--- config.mk ---
export PLATFORM = sky130hd
export DESIGN_NAME = mdio_reg_master
export DESIGN_NICKNAME = d
export VERILOG_FILES = /design/src/rtl/mdio_reg_pkg.sv /design/src/rtl/mdio_frame_dp.sv /design/src/rtl/mdio_seq_ctrl.sv /design/src/rtl/mdio_reg_master.sv
export SDC_FILE = /design/constraint.sdc
export NUM_CORES = 1
export LEC_CHECK = 0
export ABC_AREA = 1
export ABC_CLOCK_PERIOD_IN_PS = 2500
export BUFFER_PORTS_ARGS = -buffer_cell sky130_fd_sc_hd__buf_2
export CAP_MARGIN = 10
export CORE_AREA = 2 2 174 176
export CTS_CLUSTER_DIAMETER = 50
export DETAILED_ROUTE_END_ITERATION = 10
export DIE_AREA = 0 0 176 178
export PLACE_DENSITY = 0.6
export SLEW_MARGIN = 10
export SYNTH_ARGS = -nofsm -noshare
export SYNTH_HDL_FRONTEND = slang
export SYNTH_HIERARCHICAL = 1
export SYNTH_SLANG_ARGS = --single-unit
export TNS_END_PERCENT = 50
--- constraint.sdc ---
create_clock -name clk -period 2.5 [get_ports clk]
set_input_delay 0.25 -clock clk [delete_from_list [all_inputs] [get_ports clk]]
set_output_delay 0.25 -clock clk [all_outputs]
set_load 0.02 [all_outputs]
--- src/rtl/mdio_reg_pkg.sv ---
package mdio_reg_pkg;
  localparam int PHY_W  = 5;
  localparam int REG_W  = 5;
  localparam int ID_W   = REG_W - 2;
  localparam int HALF_W = 16;
  localparam int WORD_W = 2 * HALF_W;

  localparam logic [1:0] OP_READ  = 2'b00;
  localparam logic [1:0] OP_WRITE = 2'b01;
  localparam logic [1:0] OP_RMW   = 2'b10;

  typedef struct packed {
    logic load;     // capture request fields
    logic start;    // launch one frame
    logic rw;       // register field bit 0
    logic sel;      // register field bit 1
    logic lowHalf;  // 0: bits 31:16, 1: bits 15:0
    logic mergeWr;  // data phase sends merged read-modify-write value
  } ctrl_t;
endpackage

--- src/rtl/mdio_frame_dp.sv ---
module mdio_frame_dp
  import mdio_reg_pkg::*;
#(
  parameter int HALF_DIV = 2,
  parameter int PRE_LEN  = 32
) (
  input  logic              clk,
  input  logic              rstN,
  input  ctrl_t             ctl,
  input  logic [WORD_W-1:0] reqRegNum,
  input  logic [WORD_W-1:0] reqWrData,
  input  logic [WORD_W-1:0] reqMask,
  input  logic [PHY_W-1:0]  cfgPhyAddr,
  input  logic [ID_W-1:0]   cfgSwitchId,
  input  logic              mdioIn,
  output logic              mdc,
  output logic              mdioOut,
  output logic              mdioOe,
  output logic              frameDone,
  output logic              frameErr,
  output logic [WORD_W-1:0] rdWord
);
  localparam int FRAME_LEN = PRE_LEN + 32;
  localparam int BIT_W     = $clog2(FRAME_LEN);
  localparam int DIV_W     = (HALF_DIV > 1) ? $clog2(HALF_DIV) : 1;
  localparam logic [BIT_W-1:0] LAST_BIT = BIT_W'(FRAME_LEN - 1);
  localparam logic [BIT_W-1:0] LAST_HDR = BIT_W'(PRE_LEN + 13);
  localparam logic [BIT_W-1:0] TA2_BIT  = BIT_W'(PRE_LEN + 15);
  localparam logic [BIT_W-1:0] DAT_BIT  = BIT_W'(PRE_LEN + 16);
  localparam logic [DIV_W-1:0] DIV_END  = DIV_W'(HALF_DIV - 1);

  logic [WORD_W-1:0]    regNumQ, wrDataQ, maskQ;
  logic [PHY_W-1:0]     phyQ;
  logic [ID_W-1:0]      idQ;
  logic [FRAME_LEN-1:0] shiftReg, frameWord;
  logic [BIT_W-1:0]     bitCnt;
  logic [DIV_W-1:0]     divCnt;
  logic [HALF_W-1:0]    rdShift;
  logic                 busy, rdFrame, lowQ, taErr, tick;

  // frame assembly for the frame about to be launched
  logic [WORD_W-1:0] srcWord;
  logic [HALF_W-1:0] halfData;
  logic [1:0]        opCode, taCode;
  logic              isRdFrame;

  always_comb begin
    isRdFrame = ctl.rw & ctl.sel;
    if (!ctl.sel)         srcWord = regNumQ;
    else if (ctl.mergeWr) srcWord = (rdWord & ~maskQ) | wrDataQ;
    else                  srcWord = wrDataQ;
    halfData = ctl.lowHalf ? srcWord[HALF_W-1:0] : srcWord[WORD_W-1:HALF_W];
    opCode   = isRdFrame ? 2'b10 : 2'b01;
    taCode   = isRdFrame ? 2'b11 : 2'b10;
    if (isRdFrame) halfData = '1;
    frameWord = {{PRE_LEN{1'b1}}, 2'b01, opCode, phyQ, idQ, ctl.sel, ctl.rw,
                 taCode, halfData};
  end

  assign tick    = busy && (divCnt == DIV_END);
  assign mdioOut = shiftReg[FRAME_LEN-1];

  always_ff @(posedge clk or negedge rstN) begin
    if (!rstN) begin
      regNumQ   <= '0;
      wrDataQ   <= '0;
      maskQ     <= '0;
      phyQ      <= '0;
      idQ       <= '0;
      rdWord    <= '0;
      shiftReg  <= '1;
      bitCnt    <= '0;
      divCnt    <= '0;
      rdShift   <= '0;
      busy      <= 1'b0;
      rdFrame   <= 1'b0;
      lowQ      <= 1'b0;
      taErr     <= 1'b0;
      mdc       <= 1'b0;
      mdioOe    <= 1'b0;
      frameDone <= 1'b0;
      frameErr  <= 1'b0;
    end else begin
      frameDone <= 1'b0;
      if (ctl.load) begin
        regNumQ <= reqRegNum;
        wrDataQ <= reqWrData;
        maskQ   <= reqMask;
        phyQ    <= cfgPhyAddr;
        idQ     <= cfgSwitchId;
        rdWord  <= '0;
      end
      if (ctl.start) begin
        busy     <= 1'b1;
        divCnt   <= '0;
        mdc      <= 1'b0;
        bitCnt   <= '0;
        shiftReg <= frameWord;
        rdFrame  <= isRdFrame;
        lowQ     <= ctl.lowHalf;
        mdioOe   <= 1'b1;
        taErr    <= 1'b0;
      end else if (busy) begin
        divCnt <= tick ? '0 : divCnt + 1'b1;
        if (tick) begin
          if (!mdc) begin
            // rising MDC edge: sample the line in read frames
            mdc <= 1'b1;
            if (rdFrame) begin
              if (bitCnt == TA2_BIT && mdioIn) taErr <= 1'b1;
              if (bitCnt >= DAT_BIT) rdShift <= {rdShift[HALF_W-2:0], mdioIn};
            end
          end else begin
            // falling MDC edge: advance to the next bit
            mdc <= 1'b0;
            if (bitCnt == LAST_BIT) begin
              busy      <= 1'b0;
              mdioOe    <= 1'b0;
              shiftReg  <= '1;
              frameDone <= 1'b1;
              frameErr  <= taErr;
              if (rdFrame && !taErr) begin
                if (lowQ) rdWord[HALF_W-1:0]      <= rdShift;
                else      rdWord[WORD_W-1:HALF_W] <= rdShift;
              end
            end else begin
              bitCnt   <= bitCnt + 1'b1;
              shiftReg <= {shiftReg[FRAME_LEN-2:0], 1'b1};
              if (rdFrame && bitCnt == LAST_HDR) mdioOe <= 1'b0;
            end
          end
        end
      end
    end
  end
endmodule

--- src/rtl/mdio_seq_ctrl.sv ---
module mdio_seq_ctrl
  import mdio_reg_pkg::*;
(
  input  logic       clk,
  input  logic       rstN,
  input  logic       reqValid,
  input  logic [1:0] reqOp,
  input  logic       frameDone,
  input  logic       frameErr,
  output logic       reqReady,
  output logic       rspDone,
  output logic       rspErr,
  output ctrl_t      ctl
);
  typedef enum logic [1:0] {S_IDLE, S_ISSUE, S_WAIT, S_FIN} state_t;

  state_t     state;
  logic [1:0] step;
  logic       grpRead, rmwQ, errQ;

  always_comb begin
    ctl         = '0;
    ctl.load    = (state == S_IDLE) && reqValid;
    ctl.start   = (state == S_ISSUE);
    ctl.rw      = grpRead;
    ctl.sel     = step[1];
    ctl.lowHalf = step[0];
    ctl.mergeWr = rmwQ && !grpRead;
  end

  assign reqReady = (state == S_IDLE);
  assign rspDone  = (state == S_FIN);
  assign rspErr   = rspDone && errQ;

  always_ff @(posedge clk or negedge rstN) begin
    if (!rstN) begin
      state   <= S_IDLE;
      step    <= '0;
      grpRead <= 1'b0;
      rmwQ    <= 1'b0;
      errQ    <= 1'b0;
    end else begin
      unique case (state)
        S_IDLE: if (reqValid) begin
          rmwQ    <= (reqOp == OP_RMW);
          grpRead <= (reqOp != OP_WRITE);
          step    <= '0;
          errQ    <= 1'b0;
          state   <= S_ISSUE;
        end
        S_ISSUE: state <= S_WAIT;
        S_WAIT: if (frameDone) begin
          if (frameErr) begin
            errQ  <= 1'b1;
            state <= S_FIN;
          end else if (step == 2'd3) begin
            if (grpRead && rmwQ) begin
              grpRead <= 1'b0;
              step    <= '0;
              state   <= S_ISSUE;
            end else begin
              state <= S_FIN;
            end
          end else begin
            step  <= step + 1'b1;
            state <= S_ISSUE;
          end
        end
        S_FIN: state <= S_IDLE;
        default: state <= S_IDLE;
      endcase
    end
  end
endmodule

--- src/rtl/mdio_reg_master.sv ---
module mdio_reg_master
  import mdio_reg_pkg::*;
#(
  parameter int HALF_DIV = 2,
  parameter int PRE_LEN  = 32
) (
  input  logic        clk,
  input  logic        rstN,
  input  logic        reqValid,
  output logic        reqReady,
  input  logic [1:0]  reqOp,
  input  logic [31:0] reqRegNum,
  input  logic [31:0] reqWrData,
  input  logic [31:0] reqMask,
  input  logic [4:0]  cfgPhyAddr,
  input  logic [2:0]  cfgSwitchId,
  output logic        rspDone,
  output logic        rspErr,
  output logic [31:0] rspRdData,
  output logic        mdc,
  output logic        mdioOut,
  output logic        mdioOe,
  input  logic        mdioIn
);
  ctrl_t ctl;
  logic  frameDone, frameErr;

  mdio_seq_ctrl u_ctrl (
    .clk       (clk),
    .rstN      (rstN),
    .reqValid  (reqValid),
    .reqOp     (reqOp),
    .frameDone (frameDone),
    .frameErr  (frameErr),
    .reqReady  (reqReady),
    .rspDone   (rspDone),
    .rspErr    (rspErr),
    .ctl       (ctl)
  );

  mdio_frame_dp #(.HALF_DIV(HALF_DIV), .PRE_LEN(PRE_LEN)) u_dp (
    .clk         (clk),
    .rstN        (rstN),
    .ctl         (ctl),
    .reqRegNum   (reqRegNum),
    .reqWrData   (reqWrData),
    .reqMask     (reqMask),
    .cfgPhyAddr  (cfgPhyAddr),
    .cfgSwitchId (cfgSwitchId),
    .mdioIn      (mdioIn),
    .mdc         (mdc),
    .mdioOut     (mdioOut),
    .mdioOe      (mdioOe),
    .frameDone   (frameDone),
    .frameErr    (frameErr),
    .rdWord      (rspRdData)
  );
endmodule

==> summary.txt, run 1 <==
Outcome
  – Run status: completed

Pwr
  – Pwr/cell area: 1060 nW/um^2
  – Final Total Pwr: 14.9 mW
  – Internal power: 9.40 mW
  – Peak supply drop: 0.548 mV
  – Net switching power: 5.53 mW
  – Combinational Power Share: 32.8%
  – Leakage: 6.86 nW
  – Switching Fraction: 37.0%
  – Flop pwr share: 38.8%
  – Clock Power Share: 28.4%

Yosys
  – Top FF cell, synth: dfrtp_1
  – Mapped Nets: 1471
  – Area leader, netlist: dfrtp_1
  – Seq/Total Area, Yosys: 54.8%
  – EDFF count, synth: 0
  – Synth top area share: 39.5%
  – Synth warnings: 6
  – Post-synthesis register bit count: 238
  – Top-count cell post-synth: nand2_1
  – Synth top area cells: dfrtp_1, dfstp_2, nand2_1
  – Post-synth top cells: nand2_1, inv_1, dfrtp_1
  – Synth cell types: 30
  – Synth Instances: 1358
  – Async set-or-reset flop fraction in the synthesized netlist: 100%
  – Syn_area_per_cell: 8.12 sq um
  – Synth Cell Area: 11000 sq um

Cells and area
  – Register area: 6040 sq um
  – Final core utilization: 48.1%
  – P&R area growth vs syn: 28.2%
  – Footprint of the multi-input gates: 3840 sq um
  – Finished Layout Cells: 2002
  – Final nets: 1703
  – Fin area: 14100 sq um
  – ANT cells: 0
  – Share of layout cells above drive strength 1: 19.9%
  – FILL cells: 2797

Timing
  – Max Fclk: 455 MHz
  – Pins Over Slew Limit: 0
  – Hold_ws: 56.5 ps
  – Final period util: 87.9%
  – RSZ-0062 raised after global routing: no
  – Period minus WS final: 2200 ps
  – Slew HR: 53.6%
  – Final Hold Viols: 0
  – Final setup vio count: 0
  – Final setup margin: 302 ps
  – Setup TNS: 0 ps
  – Worst Skew: 17.4 ps
  – Measured slew at the worst slew-check pin: 694 ps

Critical path
  – Crit path DAT: 2660 ps
  – Worst Path Required: 2970 ps
  – Slowest-stage cell, CP: dfrtp_1
  – Crit-path cells: inv_2 > nor2_1 > inv_2 > nand2_2 > inv_1 > nand2_4 > o22ai_1 > inv_1
  – CP delay by family, top: buffers and inverters
  – R2r setup slk: 300 ps
  – R2R Path Start: u_ctrl/state[0]
  – CP endpoint kind: flip-flop
  – Largest stage delay, worst path: 470 ps
  – Critical path startpoint category: flip-flop
  – Worst R2R End: u_dp/shiftReg[53]
  – Path depth of the worst reg2reg path: 8
  – Buf+Inv Stages, Crit Path: 4
  – Crit Path Category: flip-flop to flip-flop
  – CP Max Fanout: 32

Global route
  – GRT overflow: 0
  – Vias in the first global route: 9312
  – GRT Total Usage: 20.4%
  – Global-route wire length before repair: 50.2 mm
  – Number of antenna violations at the first check in global routing: 0
  – Largest net degree at the start of global routing: 157

Min path
  – HP Class: input pin to flip-flop
  – Hold Path Origin: reqOp[0]
  – Hold Crit Endpoint: u_ctrl/rmwQ
  – Worst hold path stage count: 4

CTS
  – Clock Sinks: 238
  – Longest Clk Path Bufs: 3
  – Htree depth: 1
  – Clock root buffer: clkbuf_16
  – CTS tree: yes
  – Post CTS Setup Buffer Count: 0
  – CTS Buf Count: 28
  – Worst-Skew Late Latency: 550 ps
  – Clk slew on worst S/H paths: 60 ps

Place
  – Number of port buffers: 147
  – Hpwl dp: 21.0 mm
  – GP Congestion: 0.874
  – Post-Place Cells: 1843
  – Placed cell area: 12100 sq um
  – Dpl ws: 297 ps

Drt
  – Drt initial violations: 913
  – Vias: 9523
  – Pre-antenna DRT Iters: 5
  – Routed WL per cell: 15.6 microns
  – DRC errors left: 0
  – Final Routed Wirelength: 31.3 mm
  – Via/cell ratio: 4.76
  – Post-route ant nets: 0

Floorplanning
  – Core ar.: 29400 sq um
  – Ports: 148
  – DIE AREA: 31300 sq um
  – Num rows: 63
  – Initial core utilization: 37.5%
  – Die height: 178 microns
  – Die width: 176 microns

Flow run
  – Max Cap Viol: 0
==> worst min-delay path: stages <==
cell     delay (ps)
buf_2            70
inv_1            40
nand3_1         100
o21ai_0          90
==> how the worst max path moves through the flow <==
stage,cells past startpoint,startpoint,end,slack (ps)
2_1_floorplan,5,u_ctrl/state[1],u_dp/maskQ[12],780
3_3_place_gp,8,u_ctrl/state[0],u_dp/shiftReg[45],390
3_5_place_dp,8,u_ctrl/state[0],u_dp/shiftReg[46],300
4_1_cts,8,u_ctrl/state[0],u_dp/shiftReg[52],270
5_1_grt,8,u_ctrl/state[0],u_dp/shiftReg[34],40
6_report,8,u_ctrl/state[0],u_dp/shiftReg[53],300
==> power by group through the flow <==
stage / sequential [mW] / combinational [mW] / clock, mW
after floorplan: 5.68 / 3.49 / 0
after global placement: 5.80 / 4.66 / 0
after detailed placement: 5.83 / 4.76 / 0
after CTS: 5.78 / 4.90 / 4.33
after global routing: 5.92 / 5.59 / 4.50
final: 5.79 / 4.90 / 4.25
==> state kept, by name, summed over array words and instances, names as in the netlist, 2 cells and up <==
register and flops:
u_ctrl/state 2, u_dp/rdShift 16, u_dp/idQ 3, u_dp/rdWord 32, u_dp/regNumQ 32, u_dp/bitCnt 6
u_dp/phyQ 5, u_dp/wrDataQ 32, u_dp/maskQ 32, u_ctrl/step 2, u_dp/shiftReg 64
==> area by class of cell <==
type / count / share of cell area (%)
flip-flops and latches: 238 / 42.7
multi-input cells: 842 / 27.1
repair buffers: 270 / 14.2
clock buffers: 40 / 5.63
inverters: 210 / 5.58
well taps: 390 / 3.45
clock inverters: 12 / 1.27
==> repair_timing <==
| action | in CTS | in global routing |
|---|---|---|
| gates resized for setup | 0 | 0 |
| hold endpoints to repair | 162 | 0 |
| hold buffers | 107 | 0 |
==> kinds of logic after synthesis <==
family / Yosys count / share of synthesized area [%]
AOI/OAI and AO/OA: 211 / 10.5
and+or+nand+nor: 625 / 23.7
DFF: 238 / 54.8
adders and majority gates: 3 / 0.341
buffers and inverters: 278 / 10.5
xor gates and xnor gates: 3 / 0.238
==> cell usage in the layout, fill, tap and decap left out, types with 2 or more instances in the layout <==
cell             n
ha_1             3
inv_1          202
buf_4           10
o21ai_0        101
o22ai_1         36
inv_2            4
clkbuf_16       28
clkinvlp_4       2
dlygate4sd3_1  107
nand3_1         83
clkinv_2         4
nand2_2         14
nand2_4          7
clkbuf_8         5
dfstp_2         64
xor2_1           3
buf_2          146
buf_12           6
bufinv_16        4
dfrtp_1        174
nor2_2           6
a21oi_1         41
o21ai_2         12
clkbuf_1         7
nor3_1           6
nor2_4           2
o21ai_1         20
nand4_1          3
nand2_1        408
clkinv_1         4
nor2_1          92
==> metal layers <==
metal	GRT usage [%]	part of all wire (%)
met1	28.3	45
met2	31.9	45
met3	3.77	6.1
met4	7.78	4.2
met5	0	0
Note: power is estimated with default switching activity, not from simulation.
==> run 2: changes to the inputs <==
- PLACE_DENSITY: 0.6 -> not set
- PLACE_DENSITY_LB_ADDON: not set -> 0.12
==> run 2 against run 1 <==
Die area is the same; worst setup slack better by 180 ps; clock skew grew 9.2 ps; global-route usage increased by 0.36 points; fmax grew 9.2%; largest power group unchanged.
==> summary.txt, run 2 (synthesis results as in run 1) <==
Cells and area
  – P&R area growth vs syn: 29.7%
  – Finished Layout Cells: 2006 (+0.20%)
  – Share of layout cells above drive strength 1: 21.1% (+1.2 points)
  – Commonest cells after routing, fill and taps aside: nand2_1, inv_1, dfrtp_1
  – Commonest non-fill, non-tap cell in the layout: nand2_1
  – FILL cells: 2853 (+2.0%)
  – Top reg by flops: u_dp/shiftReg
  – Largest register FFs: 64 (unchanged)
  – Final nets: 1702 (-0.059%)

Drt
  – Drt initial violations: 591 (-35%)
  – Pre-antenna DRT Iters: 5 (unchanged)
  – Routed WL per cell: 16.0 microns (+2.2%)
  – DRC errors left: 0 (unchanged)
  – Final Routed Wirelength: 32.1 mm (+2.4%)
  – Post-route ant nets: 0 (unchanged)
  – Via/cell ratio: 4.65 (-2.2%)
  – Vias: 9332 (-2.0%)

Floorplanning
  – Die width: 176 microns (unchanged)
  – DIE AREA: 31300 sq um (unchanged)
  – Die height: 178 microns (unchanged)
  – Ports: 148 (unchanged)
  – Core ar.: 29400 sq um (unchanged)
  – Initial core utilization: 37.5% (unchanged)
  – Num rows: 63 (unchanged)

Critical path
  – Crit Path Category: flip-flop to flip-flop
  – Crit path launch: u_ctrl/state[0]
  – Crit-path cells: inv_2 > nor2_1 > inv_2 > nand2_2 > inv_1 > nand2_4 > o22ai_1 > inv_1
  – Critical path startpoint category: flip-flop
  – R2R Path Start: u_ctrl/state[0]
  – CP Max Fanout: 32 (unchanged)
  – Slowest-stage cell, CP: dfrtp_1
  – Crit path DAT: 2430 ps (-230 ps)
  – Worst Path Required: 2910 ps (-60 ps)
  – CP endpoint kind: flip-flop
  – Largest stage delay, worst path: 460 ps (about the same)
  – CP delay by family, top: buffers and inverters
  – Buf+Inv Stages, Crit Path: 4 (unchanged)

Pwr
  – Peak supply drop: 0.481 mV (-12%)
  – Pwr/cell area: 1110 nW/um^2 (+4.7%)
  – Leakage: 6.95 nW (+1.4%)

Timing
  – Worst Skew: 26.6 ps (+9.18 ps)
  – Slew HR: 59.4% (+5.8 points)
  – Measured slew at the worst slew-check pin: 608 ps (-85.9 ps)
  – Max Fclk: 497 MHz (+9.2%)
  – Hold_ws: 0.0633 ps (-56.4 ps)
  – Pins Over Slew Limit: 0 (unchanged)
  – Final setup vio count: 0 (unchanged)
  – Final Hold Viols: 0 (unchanged)
  – Setup TNS: 0 ps (unchanged)
  – Final period util: 80.5% (-7.4 points)
  – Period minus WS final: 2010 ps (-185 ps)
  – RSZ-0062 raised after global routing: no

CTS
  – Htree depth: 2 (+1)
  – CTS Buf Count: 34 (+21%)
  – CTS tree: yes
  – Clk slew on worst S/H paths: 50 ps (about the same)
  – Clock root buffer: clkbuf_16
  – Longest Clk Path Bufs: 3 (unchanged)
  – Clock Sinks: 238 (unchanged)
  – Worst-Skew Late Latency: 500 ps (-50 ps)
  – Resized cells post-CTS: 0 (unchanged)

Min path
  – HP Class: input pin to flip-flop
  – Hold Path Origin: reqMask[9]

Global route
  – GRT overflow: 0 (unchanged)
  – Vias in the first global route: 9108 (-2.2%)
  – Global-route wire length before repair: 50.4 mm (+0.23%)
  – GRT Total Usage: 20.7% (+0.36 points)
  – Largest net degree at the start of global routing: 80 (-49%)
  – Number of antenna violations at the first check in global routing: 1 (+1)

Flow run
  – Max Cap Viol: 0 (unchanged)

Place
  – Hpwl dp: 21.6 mm (+3.2%)
  – Number of port buffers: 147 (unchanged)
  – Post-Place Cells: 1848 (+0.27%)
  – GP Congestion: 0.850 (-2.7%)

Outcome
  – Run status: completed
[run 2: cell types whose count changed in the layout (fill, tap and decap cells not counted)]
| cell | before | now |
|---|---|---|
| clkinvlp_4 | 2 | 4 |
| clkinv_4 | 0 | 3 |
| diode_2 | 0 | 1 |
| clkbuf_8 | 5 | 4 |
| clkinv_8 | 1 | 0 |
| buf_4 | 10 | 16 |
| clkbuf_16 | 28 | 37 |
| bufinv_16 | 4 | 5 |
| clkbuf_1 | 7 | 2 |
| buf_12 | 6 | 5 |
| clkinv_2 | 4 | 7 |
| dlygate4sd3_1 | 107 | 95 |
| inv_6 | 1 | 0 |
[run 2: metal layers]
metal	vias to the layer above	share of wire (%)	track usage [%]
met5	-	0	0
met4	0	2.3	5.99
met3	50	4.1	2.64
met2	219	44	32.4
met1	4401	49	30.3
li1	4662	-	-
[run 2: worst paths after layout]
kind / slack (ps) / cells past startpoint / end
hold reg to reg: 460 / 2 / u_dp/shiftReg[6]
setup / recovery: 490 / 8 / u_dp/shiftReg[55]
hold / removal: 0.06 / 3 / u_dp/maskQ[9]
min in group asynchronous: 300 / 2 / u_dp/wrDataQ[23]
setup reg to reg: 490 / 8 / u_dp/shiftReg[55]
max in group asynchronous: 1330 / 3 / u_dp/maskQ[28]
[run 2: where the power goes]
| part | internal [mW] | switching [mW] |
|---|---|---|
| Sequential | 5.21 | 0.579 |
| Clock | 3.33 | 1.79 |
| Combinational | 1.57 | 3.34 |
[run 2: what timing repair did]
item                                   in CTS  in global routing
hold buffers                               95                  0
setup buffers                               0                  0
endpoints found under the hold margin     145                  0
[run 2: worst min-delay path, delay by kind of cell]
kind            cells  cell delay (ps)
buf+inv             1               90
compound gates      1               60
simple gates        1               50
[run 2: stage by stage]
stage / power, mW / setup slack [ps] / area (sq um) / utilization (%)
after floorplan: 9.18 / 782 / 11000 / -
final: 15.8 / 487 / 14300 / 48.6
after CTS: 16.0 / 451 / 14300 / 48.6
after global routing: 16.9 / 280 / 14300 / 48.6
after global placement: 10.6 / 539 / 12100 / 41.2
after detailed placement: 10.7 / 481 / 12100 / 41.2
[run 2: cell type report]
type	count	area [sq um]	share of cell area, %
diodes	1	2.50	0.0175
clock inverters	19	241	1.69
flip-flops and latches	238	6040	42.2
inverters	210	788	5.51
well taps	390	488	3.41
repair buffers	263	1920	13.4
clock buffers	43	988	6.91
multi-input cells	842	3840	26.8
